[config.mk]
export PLATFORM = sky130hd
export DESIGN_NAME = prio_irq_wake
export DESIGN_NICKNAME = d
export VERILOG_FILES = /design/src/rtl/prio_irq_pkg.sv /design/src/rtl/prio_irq_cfg.sv /design/src/rtl/prio_irq_edge.sv /design/src/rtl/prio_irq_pick.sv /design/src/rtl/prio_irq_wake.sv
export SDC_FILE = /design/constraint.sdc
export NUM_CORES = 1
export LEC_CHECK = 0
export ABC_AREA = 1
export BUFFER_PORTS_ARGS = -buffer_cell sky130_fd_sc_hd__buf_2
export CORE_ASPECT_RATIO = 0.9
export CORE_UTILIZATION = 45
export CTS_BUF_LIST = sky130_fd_sc_hd__clkbuf_16
export DETAILED_ROUTE_END_ITERATION = 8
export PLACE_DENSITY_LB_ADDON = 0.12
export SYNTH_ARGS = -nofsm -noshare
export SYNTH_HDL_FRONTEND = slang
export SYNTH_SLANG_ARGS = --single-unit
[constraint.sdc]
create_clock -name clk -period 6.56 [get_ports clk]
set_input_delay 0.328 -clock clk [delete_from_list [all_inputs] [get_ports clk]]
set_output_delay 0.328 -clock clk [all_outputs]
set_load 0.01 [all_outputs]
[src/rtl/prio_irq_pkg.sv]
package prio_irq_pkg;
    localparam int NUM_IRQ = 8;
    localparam int DATA_W  = 32;

    typedef enum logic [1:0] {
        DS_IDLE  = 2'd0,
        DS_OFFER = 2'd1,
        DS_BUSY  = 2'd2
    } disp_state_t;

    typedef enum logic {
        PS_RUN  = 1'b0,
        PS_HALT = 1'b1
    } pwr_state_t;
endpackage

[src/rtl/prio_irq_cfg.sv]
module prio_irq_cfg #(
    parameter int N      = 8,
    parameter int DW     = 32,
    parameter int IDX_W  = $clog2(N),
    parameter int ADDR_W = $clog2(N + 1)
) (
    input  logic              clk,
    input  logic              rst,
    input  logic              we,
    input  logic [ADDR_W-1:0] addr,
    input  logic [DW-1:0]     wdata,
    input  logic [IDX_W-1:0]  vec_sel,
    output logic [N-1:0]      en,
    output logic [N-1:0]      wk,
    output logic [DW-1:0]     vec_out
);
    localparam logic [ADDR_W-1:0] CTRL_ADDR = ADDR_W'(N);
    localparam logic [ADDR_W-1:0] VEC_LIMIT = ADDR_W'(N);

    logic [N-1:0]  en_q;
    logic [N-1:0]  wk_q;
    logic [DW-1:0] vec_q [N];
    logic          unused_rsvd;

    // Control bits above the two masks carry no meaning.
    assign unused_rsvd = ^wdata[DW-1:2*N];

    always_ff @(posedge clk) begin
        if (rst) begin
            en_q <= '0;
            wk_q <= '0;
        end else if (we && addr == CTRL_ADDR) begin
            en_q <= wdata[N-1:0];
            wk_q <= wdata[2*N-1:N];
        end
    end

    for (genvar g = 0; g < N; g++) begin : g_vec
        always_ff @(posedge clk) begin
            if (rst) begin
                vec_q[g] <= '0;
            end else if (we && addr < VEC_LIMIT && addr[IDX_W-1:0] == IDX_W'(g)) begin
                vec_q[g] <= wdata;
            end
        end
    end

    assign en      = en_q;
    assign wk      = wk_q;
    assign vec_out = vec_q[vec_sel];
endmodule

[src/rtl/prio_irq_edge.sv]
module prio_irq_edge #(
    parameter int N = 8
) (
    input  logic         clk,
    input  logic         rst,
    input  logic [N-1:0] irq,
    input  logic [N-1:0] en,
    input  logic [N-1:0] wk,
    input  logic [N-1:0] clr,
    output logic [N-1:0] pend,
    output logic         wake_hit
);
    logic [N-1:0] irq_q;
    logic [N-1:0] pend_q;
    logic [N-1:0] rise;

    assign rise = irq & ~irq_q;

    always_ff @(posedge clk) begin
        if (rst) begin
            irq_q  <= '0;
            pend_q <= '0;
        end else begin
            irq_q  <= irq;
            // The clear comes first, so a fresh edge in the same cycle wins.
            // Lines that are disabled or marked for wake-up hold nothing.
            pend_q <= ((pend_q & ~clr) | rise) & en & ~wk;
        end
    end

    assign pend     = pend_q;
    assign wake_hit = |(rise & en & wk);
endmodule

[src/rtl/prio_irq_pick.sv]
module prio_irq_pick #(
    parameter int N     = 8,
    parameter int IDX_W = $clog2(N)
) (
    input  logic [N-1:0]     req,
    output logic             any,
    output logic [IDX_W-1:0] idx
);
    logic [N-1:0] below;
    logic [N-1:0] grant;

    for (genvar g = 0; g < N; g++) begin : g_chain
        if (g == 0) begin : g_first
            assign below[g] = 1'b0;
        end else begin : g_rest
            assign below[g] = below[g-1] | req[g-1];
        end
        assign grant[g] = req[g] & ~below[g];
    end

    always_comb begin
        idx = '0;
        for (int i = 0; i < N; i++) begin
            if (grant[i]) begin
                idx = idx | IDX_W'(i);
            end
        end
    end

    assign any = |req;
endmodule

[src/rtl/prio_irq_wake.sv]
module prio_irq_wake
    import prio_irq_pkg::*;
#(
    parameter int N      = NUM_IRQ,
    parameter int DW     = DATA_W,
    parameter int IDX_W  = $clog2(N),
    parameter int ADDR_W = $clog2(N + 1)
) (
    input  logic              clk,
    input  logic              rst,
    input  logic [N-1:0]      irq_i,
    input  logic              cfg_we,
    input  logic [ADDR_W-1:0] cfg_addr,
    input  logic [DW-1:0]     cfg_wdata,
    output logic              disp_valid,
    input  logic              disp_ready,
    output logic [IDX_W-1:0]  disp_index,
    output logic [DW-1:0]     disp_vector,
    input  logic              ret_pulse,
    input  logic              halt_req,
    output logic              core_halted,
    output logic              wake_o
);
    disp_state_t      ds_q, ds_d;
    pwr_state_t       ps_q, ps_d;
    logic [N-1:0]     en, wk, pend, clr;
    logic             wake_hit, wake_q;
    logic             pick_any;
    logic [IDX_W-1:0] pick_idx;
    logic [DW-1:0]    vec_out;
    logic [IDX_W-1:0] sel_idx_q;
    logic [DW-1:0]    sel_vec_q;
    logic             hs;

    prio_irq_cfg #(.N(N), .DW(DW), .IDX_W(IDX_W), .ADDR_W(ADDR_W)) u_cfg (
        .clk     (clk),
        .rst     (rst),
        .we      (cfg_we),
        .addr    (cfg_addr),
        .wdata   (cfg_wdata),
        .vec_sel (pick_idx),
        .en      (en),
        .wk      (wk),
        .vec_out (vec_out)
    );

    prio_irq_edge #(.N(N)) u_edge (
        .clk      (clk),
        .rst      (rst),
        .irq      (irq_i),
        .en       (en),
        .wk       (wk),
        .clr      (clr),
        .pend     (pend),
        .wake_hit (wake_hit)
    );

    prio_irq_pick #(.N(N), .IDX_W(IDX_W)) u_pick (
        .req (pend),
        .any (pick_any),
        .idx (pick_idx)
    );

    assign hs  = (ds_q == DS_OFFER) && disp_ready;
    assign clr = hs ? (N'(1) << sel_idx_q) : '0;

    // State and datapath registers
    always_ff @(posedge clk) begin
        if (rst) begin
            ds_q      <= DS_IDLE;
            ps_q      <= PS_RUN;
            wake_q    <= 1'b0;
            sel_idx_q <= '0;
            sel_vec_q <= '0;
        end else begin
            ds_q   <= ds_d;
            ps_q   <= ps_d;
            wake_q <= wake_hit;
            if (ds_q == DS_IDLE && pick_any) begin
                sel_idx_q <= pick_idx;
                sel_vec_q <= vec_out;
            end
        end
    end

    // Next-state logic for both machines
    always_comb begin
        ds_d = ds_q;
        unique case (ds_q)
            DS_IDLE:  if (pick_any)  ds_d = DS_OFFER;
            DS_OFFER: if (hs)        ds_d = sel_vec_q[0] ? DS_IDLE : DS_BUSY;
            DS_BUSY:  if (ret_pulse) ds_d = DS_IDLE;
            default:                 ds_d = DS_IDLE;
        endcase

        ps_d = ps_q;
        unique case (ps_q)
            PS_RUN:  if (halt_req && !wake_q) ps_d = PS_HALT;
            PS_HALT: if (wake_q || hs)        ps_d = PS_RUN;
            default:                          ps_d = PS_RUN;
        endcase
    end

    // Outputs
    always_comb begin
        disp_valid  = (ds_q == DS_OFFER);
        disp_index  = sel_idx_q;
        disp_vector = sel_vec_q;
        core_halted = (ps_q == PS_HALT);
        wake_o      = wake_q;
    end
endmodule

---- Word-level counts from Yosys, hierarchy flattened ----
Memories as Yosys holds them, arrays and structs flattened. A register that Yosys moved wholly into a read port is not among the register bits.
Index checks and enable logic that the tools add are counted.
word-level totals
  bits in registers ....................... 39
  bits in writable memories ............... 256
  input bits .............................. 50
  logic and storage cells ................. 133
  memories kept ........................... 1
operators by class
  $lt $le $gt $ge ......................... 1
  eq/ne operators ......................... 13
  shift-type cells ........................ 1
  multiplexer cells ....................... 50
  bitwise gates (word level) .............. 39
  reductions and logical operators ........ 20
memories
  name         depth  bits a word  rd ports  clocked after Yosys merged registers in  write ports  RTL line            RTL
  u_cfg.vec_q  8      32           1         1                                        8            prio_irq_cfg.sv:22  logic [DW-1:0] vec_q [N];
operators by type and width
  operator             number
  $mux 32              8
  $and 8x8->8          6
  $mux 1               29
  $not 8->8            3
  $reduce_or 8->1      2
  $or 1x1->1           14
  $logic_and 1x1->1    13
  $eq 3x3->1 const B   4
  $mux 2               6
  $mux 3               4
  $mux 8               1
  $not 1->1            8
  $or 8x8->8           1
  $shl 1x3->8 const A  1
  $and 1x1->1          7
  $eq 3x2->1 const B   2
  $pmux 2 s3           1
  $eq 4x4->1 const B   1
  $lt 4x4->1 const B   1
  $ne 2x2->1 const B   2
  $eq 3x1->1 const B   1
  $logic_not 3->1      1
  $reduce_and 3->1     1
  $eq 2x1->1 const B   1
  6 further kinds      6

---- Longest topological paths before layout ----
Gate-level depths: netlist of run 1.
  depth after elaboration ................. 9
  mapped depth ............................ 15
  mapped depth without buffers ............ 13

---- Hierarchy ----
From an unflattened synthesis of run 1, not the netlist that was laid out.
unflattened totals
  cell total of the unflattened synthesis .. 1941
  area, all modules ....................... 15796.4 um^2
by module, submodules not included
  module         instances  cells an instance  area an instance (um^2)  seq. area each (um^2)
  prio_irq_cfg   1          1576               13277.7                  8007.7
  prio_irq_wake  1          233                1685.4                   780.7
  prio_irq_edge  1          105                714.4                    320.3
  prio_irq_pick  1          27                 118.9                    0.0

---- Worst setup path before layout of run 1 ----
OpenSTA, ideal clock, no wires.
  path kind ............................... input port to flip-flop
  start ................................... input cfg_we
  end ..................................... memory u_cfg.vec_q[5][0], enable pin
  library setup time ...................... 0.470 ns
  arrival ................................. 2.970 ns
  data required time ...................... 6.090 ns
  path slack .............................. 3.120 ns
  cell stages on the path ................. 4
  buffers on the path ..................... 0
  cells stage by stage .................... inv_1 nor2_1 nand2_1 o31ai_1
RTL lines
  what             RTL line             RTL
  start, declared  prio_irq_wake.sv:12  input logic cfg_we,
  end, declared    prio_irq_cfg.sv:22

---- Worst setup path after layout of run 1 ----
  start ................................... register u_edge.pend_q[6] (netlist: u_edge.pend[6])
  end ..................................... register sel_vec_q[15] (netlist: disp_vector[15]) (read register of u_cfg.vec_q)
between the ends
  word-level cells in the longest chain between the ends .. 4
  elaborated cells on any way between the ends .. 8
  classes of those cells .................. 2 x mux; 4 x bitwise; 2 x reduce/logical
RTL lines
  what                    RTL line             RTL
  start, declared         prio_irq_edge.sv:14  logic [N-1:0] pend_q;
  start signal, assigned  prio_irq_edge.sv:27  pend_q <= ((pend_q & ~clr) | rise) & en & ~wk;
  $or 1x1->1              prio_irq_pick.sv:16  assign below[g] = below[g-1] | req[g-1];
  $not 1->1               prio_irq_pick.sv:18  assign grant[g] = req[g] & ~below[g];
  $and 1x1->1             prio_irq_pick.sv:18
  $mux 3                  prio_irq_pick.sv:24  if (grant[i]) begin
  end, declared           prio_irq_wake.sv:32  logic [DW-1:0] sel_vec_q;
Parallel ways exist; a longest one is shown, timed or not.
A chain may end at the register's enable or synchronous reset.

==> qor.yml, run 1 <==
outcome: "finished, violations left"
violations: "DRC"
final.period_utilization_pct: 47.9
yosysTopAreaCellShare_pct: 52.1
die_w_um: 193
crit_fanout: 65
relSlewSlack_pct: 12.7
crit_type: "register to register"
synth_area_leaders: "edfxtp_1 (52%), nand3_1 (11%), dfxtp_1 (9.6%)"
required_ps: 7030
synth_area_leader_cell: "edfxtp_1"
post_cts_buffers: 0
drt_wl_total_mm: 41.2
yosys_warnings: 0
fp.dieH_um: 174
pin_count: 88
clk_latency_ps: 540
port_buffers: 87
drt-wirelength-per-cell_um: 19.3
rsz0062_at_grt: "false"
clk_pin_slew_ps: 60
first_pass_iters: 9
final_util_pct: 52.3
start_util_pct: 45.9
grt_usage_pct: 25.2
num_rows: 62
postSynthNetCount: 1702
hold_viol: 0
synthMostInstantiatedCell: "nand3_1"
htreeDepth: 2
core_area_mm2: 0.0321
synth_edf_count: 256
drv_cap: 0
hold_path_class: "input port to register"
yosys-top-cells-count: "nand3_1 (334), nor2_1 (290), nand2_1 (288), edfxtp_1 (256), inv_1 (236)"
syn-instance-count: 1652
cts_resized: 0
cts.sinks: 327
nFillCells: 2987
syn_avg_cell_area_um2: 8.93
synthArstFlopShare_pct: 0
vias: 11400
hold_buffers: 2
cts_tree: "built"
grt_pass1_vias: 10600
fmaxAchievable_ghz: 0.318
crit_arrival_ps: 3610
drt_first_iter_violations: 968
ant_nets: 0
synth-main-ff-cell: "edfxtp_1"
cp-end-kind: "register"
die_area_mm2: 0.0335
dp_slack_ps: 3390
n_antenna_cell: 0
p_per_area_mw_per_mm2: 293
antenna_found_initial: 0
grt_pass1_wl_mm: 63.3
fin_crit_ps: 3140
grt_max_degree: 130
finalSetupViolations: 0
gp_congestion: 0.839
layout.nets: 1746
final.setup_skew_ps: 19.2
finalMaxSlewViolations: 0
gr-total-overflow: 0
synth-seq-cells: 327
worst_setup_path_start_kind: "register"
drive_gt1_share_pct: 10.7
vdd_drop_max_uv: 226
synthToLayoutAreaGrowth_pct: 13.9
clock-root-buffer: "clkbuf_16"
synth.distinct_cells: 28
setup_tns_ps: 0
via_per_inst: 5.34
cts_buffers: 37
synth.cell_area_mm2: 0.0148
cellLeakagePower_nw: 7.44
worst_slack_ps: 3420
hpwlAfterDp_mm: 22.5
ys_seq_area_share_pct: 61.7
worst_slew_pin_slew_ps: 1300
cts_buffer_depth: 3
drcViolationCount: 6
## layout by cell type (no fill, tap or decap), types with 2 or more instances in the layout
cell type,count
edfxtp_1,256
nor4_1,8
inv_1,239
nand2_2,7
clkinvlp_4,4
nor3_1,3
nand3_1,333
buf_2,87
o21ai_0,18
dfxtp_1,71
bufinv_16,8
dlygate4sd3_1,2
a211oi_1,3
o21ai_4,4
nor2_1,289
clkinv_2,4
inv_2,3
clkinv_1,6
nand2_1,282
buf_4,17
a21oi_1,25
clkbuf_16,39
## worst max-delay path, stage by stage (launching register included)
cell and delay [ps]:
dfxtp_1 340, o21ai_0 270, nand2_1 100, nand2_2 60, buf_4 730, inv_2 530
buf_4 450, nand3_1 220, nand3_1 100, nand3_1 100, nand2_1 50, inv_1 70
## per-stage QoR
step | hold slack (ps) | instance area, um2 | cells | power (mW)
2_1_floorplan | 400 | 14800 | 1652 | 2.60
3_3_place_gp | 414 | 15500 | 2071 | 2.71
3_5_place_dp | 422 | 15500 | 2071 | 2.71
4_1_cts | 1.86 | 16800 | 2141 | 4.95
5_1_grt | 26.8 | 16800 | 2141 | 5.08
6_report | 16.3 | 16800 | 2141 | 4.92
## state kept, by name, indices dropped and copies added, names as in the netlist
signal and cells:
disp_vector 32, ds_q 2, u_cfg.en 8, u_edge.irq_q 8
core_halted 1, disp_index 3, u_cfg.wk 8, u_edge.pend 8
u_cfg.vec_q 256, wake_o 1
## cell families (layout without fill, tap and decap cells)
group	after synthesis	after routing	share of synthesized area [%]
and+or+nand+nor	931	931	26.9
buffers and inverters	338	411	9.28
AOI/OAI and AO/OA	56	56	2.13
DFF	327	327	61.7
## layer usage
layer | share of wire (%) | up-vias | global-route usage [%]
li1 | - | 5445 | -
met1 | 46 | 5485 | 36.9
met2 | 45 | 441 | 38.3
met3 | 6.6 | 66 | 3.74
met4 | 2.3 | 0 | 7.68
met5 | 0 | - | 0
## cell type report
type	instances	area (um2)	share of cell area [%]
Clock inverter	29	349	2.08
Inverter	237	890	5.29
Clock buffer	39	976	5.81
Multi-Input combinational cell	987	4380	26.1
Sequential cell	327	9110	54.2
Tap cell	416	520	3.10
Timing Repair Buffer	106	583	3.47
## final timing paths
kind	from	endpoint	slack, ps	cells past startpoint
worst max-delay path	u_edge.pend[6]	disp_vector[15]	3420	11
worst min-delay path	irq_i[0]	u_edge.irq_q[0]	20	3
worst max register to register	u_edge.pend[6]	disp_vector[15]	3420	11
worst min register to register	u_cfg.wk[1]	u_edge.pend[1]	430	1
## power by group
| part | leakage (nW) | switching (mW) | internal, mW |
|---|---|---|---|
| clock | 0.655 | 0.860 | 1.40 |
| combinational | 3.75 | 0.212 | 0.0813 |
| sequential | 3.03 | 0.0333 | 2.34 |
| total | 7.44 | 1.11 | 3.82 |
No activity file was read; power rests on OpenSTA's default activity.
==> run 2, diff against run 1 <==
==> constraint.sdc (replaced) <==
create_clock -name clk -period 2.8 [get_ports clk]
set_input_delay 0.14 -clock clk [delete_from_list [all_inputs] [get_ports clk]]
set_output_delay 0.14 -clock clk [all_outputs]
set_load 0.01 [all_outputs]
==> run 2 against run 1 <==
Effect of this change:
- the flow still finishes with violations (DRC)
- critical path type unchanged
- hold slack improved by 23 ps
- non-clock buffer count increased by 50
- clock power increased by 97%
- global-route usage increased by 0.22 points
- critical path depth increased by 2
- clock-buffer cell count decreased by 2
- total power increased by 120%
- cell area increased by 2.1%
- maximum frequency increased by 53%
- via count increased by 0.94%
- critical endpoint is now disp_vector[14]
- combinational power increased to 2.5 times the previous value
- clock skew decreased by 2.4 ps
==> qor.yml, run 2 (synthesized netlist as in run 1, its figures left out) <==
outcome: "finished, violations left"
violations: "DRC"
drive_gt1_share_pct: 11.5
pin_count: 88
gp_congestion: 0.819
grt_usage_pct: 25.4
rr_endpoint: "disp_vector[14]"
crit_arrival_ps: 2450
final.period_utilization_pct: 73.5
clock-root-buffer: "clkbuf_16"
clk_pin_slew_ps: 60
rsz0062_at_grt: "false"
drt_first_iter_violations: 836
worstHoldStart: "cfg_wdata[2]"
max_flop_register: "u_cfg.vec_q"
cp-end-kind: "register"
num_rows: 62
final_cell_mix: "nand3_1 (330), nor2_1 (289), nand2_1 (282)"
relSlewSlack_pct: 33.0
gr-total-overflow: 0
worst_slew_pin_slew_ps: 1010
crit_family: "simple AND/OR/NAND/NOR gates"
cts_buffers: 37
n_antenna_cell: 0
final_common_cell: "nand3_1"
hold_path_class: "input port to register"
dp_slack_ps: 711
start_util_pct: 45.9
hpwlAfterDp_mm: 24.1
drt_wl_total_mm: 41.3
worst_slack_ps: 743
final.setup_skew_ps: 16.8
cellLeakagePower_nw: 7.65
port_buffers: 87
layout.nets: 1796
finalMaxSlewViolations: 0
post_cts_buffers: 0
fmaxAchievable_ghz: 0.486
slowest_delay_ps: 350
die_w_um: 193
die_area_mm2: 0.0335
grt_max_degree: 129
cts_resized: 0
crit_slowest_cell: "dfxtp_1"
via_per_inst: 5.28
cts_tree: "built"
fp.dieH_um: 174
largest_reg_flops: 256
drt-wirelength-per-cell_um: 18.9
critical_path.cell_chain: "nor2_2, nand2_2, inv_2, nand2_4, nand2_4, buf_4, nand2_1, nand3_1, nand2_1, nand2_1, nand3_1, nand2_1, inv_1"
r2r_cells: 13
finalSetupViolations: 0
ant_nets: 0
core_area_mm2: 0.0321
hold_ws_ps: 39.6
htreeDepth: 2
cts_buffer_depth: 3
holdPathStages: 3
drv_cap: 0
vias: 11500
cts.sinks: 327
crit_fanout: 26
final_cell_area_mm2: 0.0172
clk_latency_ps: 510
first_pass_iters: 8
synthToLayoutAreaGrowth_pct: 16.3
drcViolationCount: 8
antenna_found_initial: 0
regToRegSetupSlack_ps: 740
p_per_area_mw_per_mm2: 626
fin_crit_ps: 2060
p_total_mw: 10.7
grt_pass1_vias: 11100
hold_viol: 0
min_to: "u_cfg.en[2]"
grt_pass1_wl_mm: 64.8
worst_setup_path_start_kind: "register"
required_ps: 3190
cp_common_cell: "nand2_1"
worstReg2RegStart: "u_edge.pend[1]"
placed_area_mm2: 0.0158
hold_buffers: 23
crit_type: "register to register"
path_buf_inv: 3
final_util_pct: 53.4
vdd_drop_max_uv: 364
-- run 2: cell count changes in the layout (fill, tap and decap cells not counted), moves of 2 or more --
cell and change:
nand3_2 +3, inv_1 +9, buf_4 +17, clkbuf_16 -2, nand3_1 -3, buf_12 +12
bufinv_16 -6, dlygate4sd3_1 +21, clkinvlp_4 -4
-- run 2: power by group --
part,switching (mW),internal [mW],total [mW]
Sequential,0.0750,5.48,5.56
Clock,1.88,2.57,4.45
Combinational,0.502,0.239,0.740
Total,2.46,8.29,10.7
-- run 2: routing by layer --
metal	wire (um)	track usage, %
met5	0	0
met4	757	5.41
met3	2760	3.42
met2	19000	40.4
met1	18800	36.9
-- run 2: worst max path at each step --
stage,cells after the start,end,slack [ps],from
2_1_floorplan,4,u_cfg.vec_q[7][0],-320,cfg_we
3_3_place_gp,6,u_cfg.vec_q[5][2],730,cfg_we
3_5_place_dp,6,u_cfg.vec_q[5][30],710,cfg_we
4_1_cts,13,disp_vector[14],720,u_edge.pend[1]
5_1_grt,13,disp_vector[14],540,u_edge.pend[1]
6_report,13,disp_vector[14],740,u_edge.pend[1]
-- run 2: metrics by stage --
stage,TNS [ps],cells
after floorplan,-20750,1652
after global placement,0,2100
after detailed placement,0,2100
after CTS,0,2188
after global routing,0,2188
final,0,2188
-- run 2: area by class of cell --
cell class / instances / area (um2)
clock buffer: 37 / 926
clock inverter: 28 / 164
fill: 3051 / 15000
inverter: 237 / 890
multi-input combinational: 987 / 4390
sequential: 327 / 9110
tap: 416 / 520
timing repair buffer: 156 / 1160
-- run 2: tightest hold or removal path: stages --
cell,delay [ps]
buf_2,130
o21ai_0,120
a21oi_1,120
==> run 3, diff against run 2 <==
--- a/config.mk
+++ b/config.mk
@@ -5,7 +5,7 @@
 export SDC_FILE = /design/constraint.sdc
 export NUM_CORES = 1
 export LEC_CHECK = 0
-export ABC_AREA = 1
+export ABC_AREA = 0
 export BUFFER_PORTS_ARGS = -buffer_cell sky130_fd_sc_hd__buf_2
 export CORE_ASPECT_RATIO = 0.9
 export CORE_UTILIZATION = 45
==> constraint.sdc (replaced) <==
create_clock -name clk -period 1.8 [get_ports clk]
set_input_delay 0.09 -clock clk [delete_from_list [all_inputs] [get_ports clk]]
set_output_delay 0.09 -clock clk [all_outputs]
set_load 0.01 [all_outputs]
==> run 3 against run 2 <==
Effect of this change:
- the flow finishes with violations (DRC, setup timing)
- via count is 5.7% lower
- total power is 53% higher
- utilization is 3.7 points higher
- worst setup slack worse by 810 ps
- clock power is 56% higher
- combinational power is 22% higher
- die area is 0.47% lower
==> qor.yml, run 3 <==
outcome: "finished, violations left"
violations: "DRC, setup timing"
cts.sinks: 327
cts_buffer_depth: 3
rsz0062_at_grt: "true"
clock-root-buffer: "clkbuf_16"
fp.dieH_um: 173
yosys_warnings: 0
final.setup_skew_ps: 13.3
grt_pass1_vias: 10500
setup_tns_ps: -921
synthArstFlopShare_pct: 0
gp_congestion: 0.834
ys_seq_area_share_pct: 62.0
yosysTopAreaCellShare_pct: 52.3
drt-wirelength-per-cell_um: 24.9
worst_slack_ps: -68.1
placed_area_mm2: 0.0164
hold_path_class: "input port to register"
n_antenna_cell: 0
cp-end-kind: "register"
die_area_mm2: 0.0334
port_buffers: 87
crit_fanout: 5
cellLeakagePower_nw: 6.66
grt_max_degree: 71
p_per_area_mw_per_mm2: 900
synth-main-ff-cell: "edfxtp_1"
finalMaxSlewViolations: 0
synth.cell_area_mm2: 0.0147
hpwlAfterDp_mm: 27.2
dp_slack_ps: -122
r2r_cells: 6
num_rows: 62
postSynthNetCount: 1300
fmaxAchievable_ghz: 0.535
synth_edf_count: 256
antenna_found_initial: 1
crit_type: "register to register"
crit_arrival_ps: 2310
synth_area_leaders: "edfxtp_1 (52%), and2_1 (11%), dfxtp_1 (9.7%)"
final_cell_mix: "and2_1 (256), edfxtp_1 (256), buf_2 (87)"
synth-seq-cells: 327
vias: 10900
holdPathStages: 3
required_ps: 2240
htreeDepth: 2
start_util_pct: 45.8
p_total_mw: 16.5
cts_buffers: 36
hold_viol: 0
syn_avg_cell_area_um2: 11.7
clk_latency_ps: 520
yosys-top-cells-count: "and2_1 (256), edfxtp_1 (256), nand2_1 (79), o21ai_0 (78), dfxtp_1 (71)"
vdd_drop_max_uv: 542
relSlewSlack_pct: 53.6
drv_cap: 0
via_per_inst: 5.83
synth_area_leader_cell: "edfxtp_1"
syn-instance-count: 1250
fin_crit_ps: 1870
finalSetupViolations: 27
grt_pass1_wl_mm: 67.1
max_flop_register: "u_cfg.vec_q"
clk_pin_slew_ps: 60
hold_ws_ps: 93.9
die_w_um: 192
layout.nets: 1476
core_area_mm2: 0.0320
largest_reg_flops: 256
final_cell_area_mm2: 0.0183
worst_slew_pin_slew_ps: 695
first_pass_iters: 7
cts_tree: "built"
gr-total-overflow: 0
synthToLayoutAreaGrowth_pct: 24.7
drive_gt1_share_pct: 21.6
synth.distinct_cells: 55
drt_first_iter_violations: 838
grt_usage_pct: 27.8
ant_nets: 0
worst_setup_path_start_kind: "register"
final.period_utilization_pct: 104
drcViolationCount: 8
drt_wl_total_mm: 46.6
pin_count: 88
-- run 3: metal layers --
metal,vias to the layer above,track usage [%],routed length [um]
met1,5434,39.4,20800
met2,415,43.2,21300
met3,71,5.57,3510
li1,4965,-,-
met4,0,7.38,920
met5,-,0,0
-- run 3: worst max-delay path, stage by stage, from the launching register on --
cell,delay (ps)
dfxtp_4,370
nor4_4,350
o21ai_4,140
a211o_4,420
buf_8,160
a21o_1,170
a41oi_2,180
-- run 3: logic make-up after synthesis --
group,count (synthesis),synth area share [%]
AOI/OAI and AO/OA,299,14.0
and+or+nand+nor,523,21.0
buffers and inverters,101,2.91
DFF,327,62.0
-- run 3: worst paths after layout --
check | from | endpoint | slack, ps
max | u_edge.pend[4] | disp_vector[3] | -70
min | rst | disp_vector[13] | 90
max reg2reg | u_edge.pend[4] | disp_vector[3] | -70
min reg2reg | wake_o | core_halted | 410
-- run 3: metrics by stage --
step	utilization, %	instances
2_1_floorplan	-	1250
3_3_place_gp	51.1	1752
3_5_place_dp	51.1	1752
4_1_cts	56.1	1864
5_1_grt	57.2	1868
6_report	57.2	1868
-- run 3: area by class of cell --
class,instances,area [um2]
Clock buffer,38,951
Clock inverter,26,148
Fill cell,2704,13700
Inverter,5,18.8
Multi-Input combinational cell,822,5500
Sequential cell,327,9120
Tap cell,416,520
Timing Repair Buffer,234,2060
-- run 3: repair_timing --
item | in CTS | in global routing
cloned | 0 | 3
buffers inserted | 5 | 1
resized for setup | 14 | 54
endpoints found under the setup margin | 32 | 32
pin swaps | 3 | 19
hold endpoints to repair | 186 | 0
hold buffers | 43 | 0
-- run 3: power by group --
| part | switching, mW | total, mW | internal, mW |
|---|---|---|---|
| clock network | 3.00 | 6.96 | 3.96 |
| registers | 0.110 | 8.62 | 8.51 |
| logic | 0.577 | 0.905 | 0.328 |
| total | 3.68 | 16.5 | 12.8 |
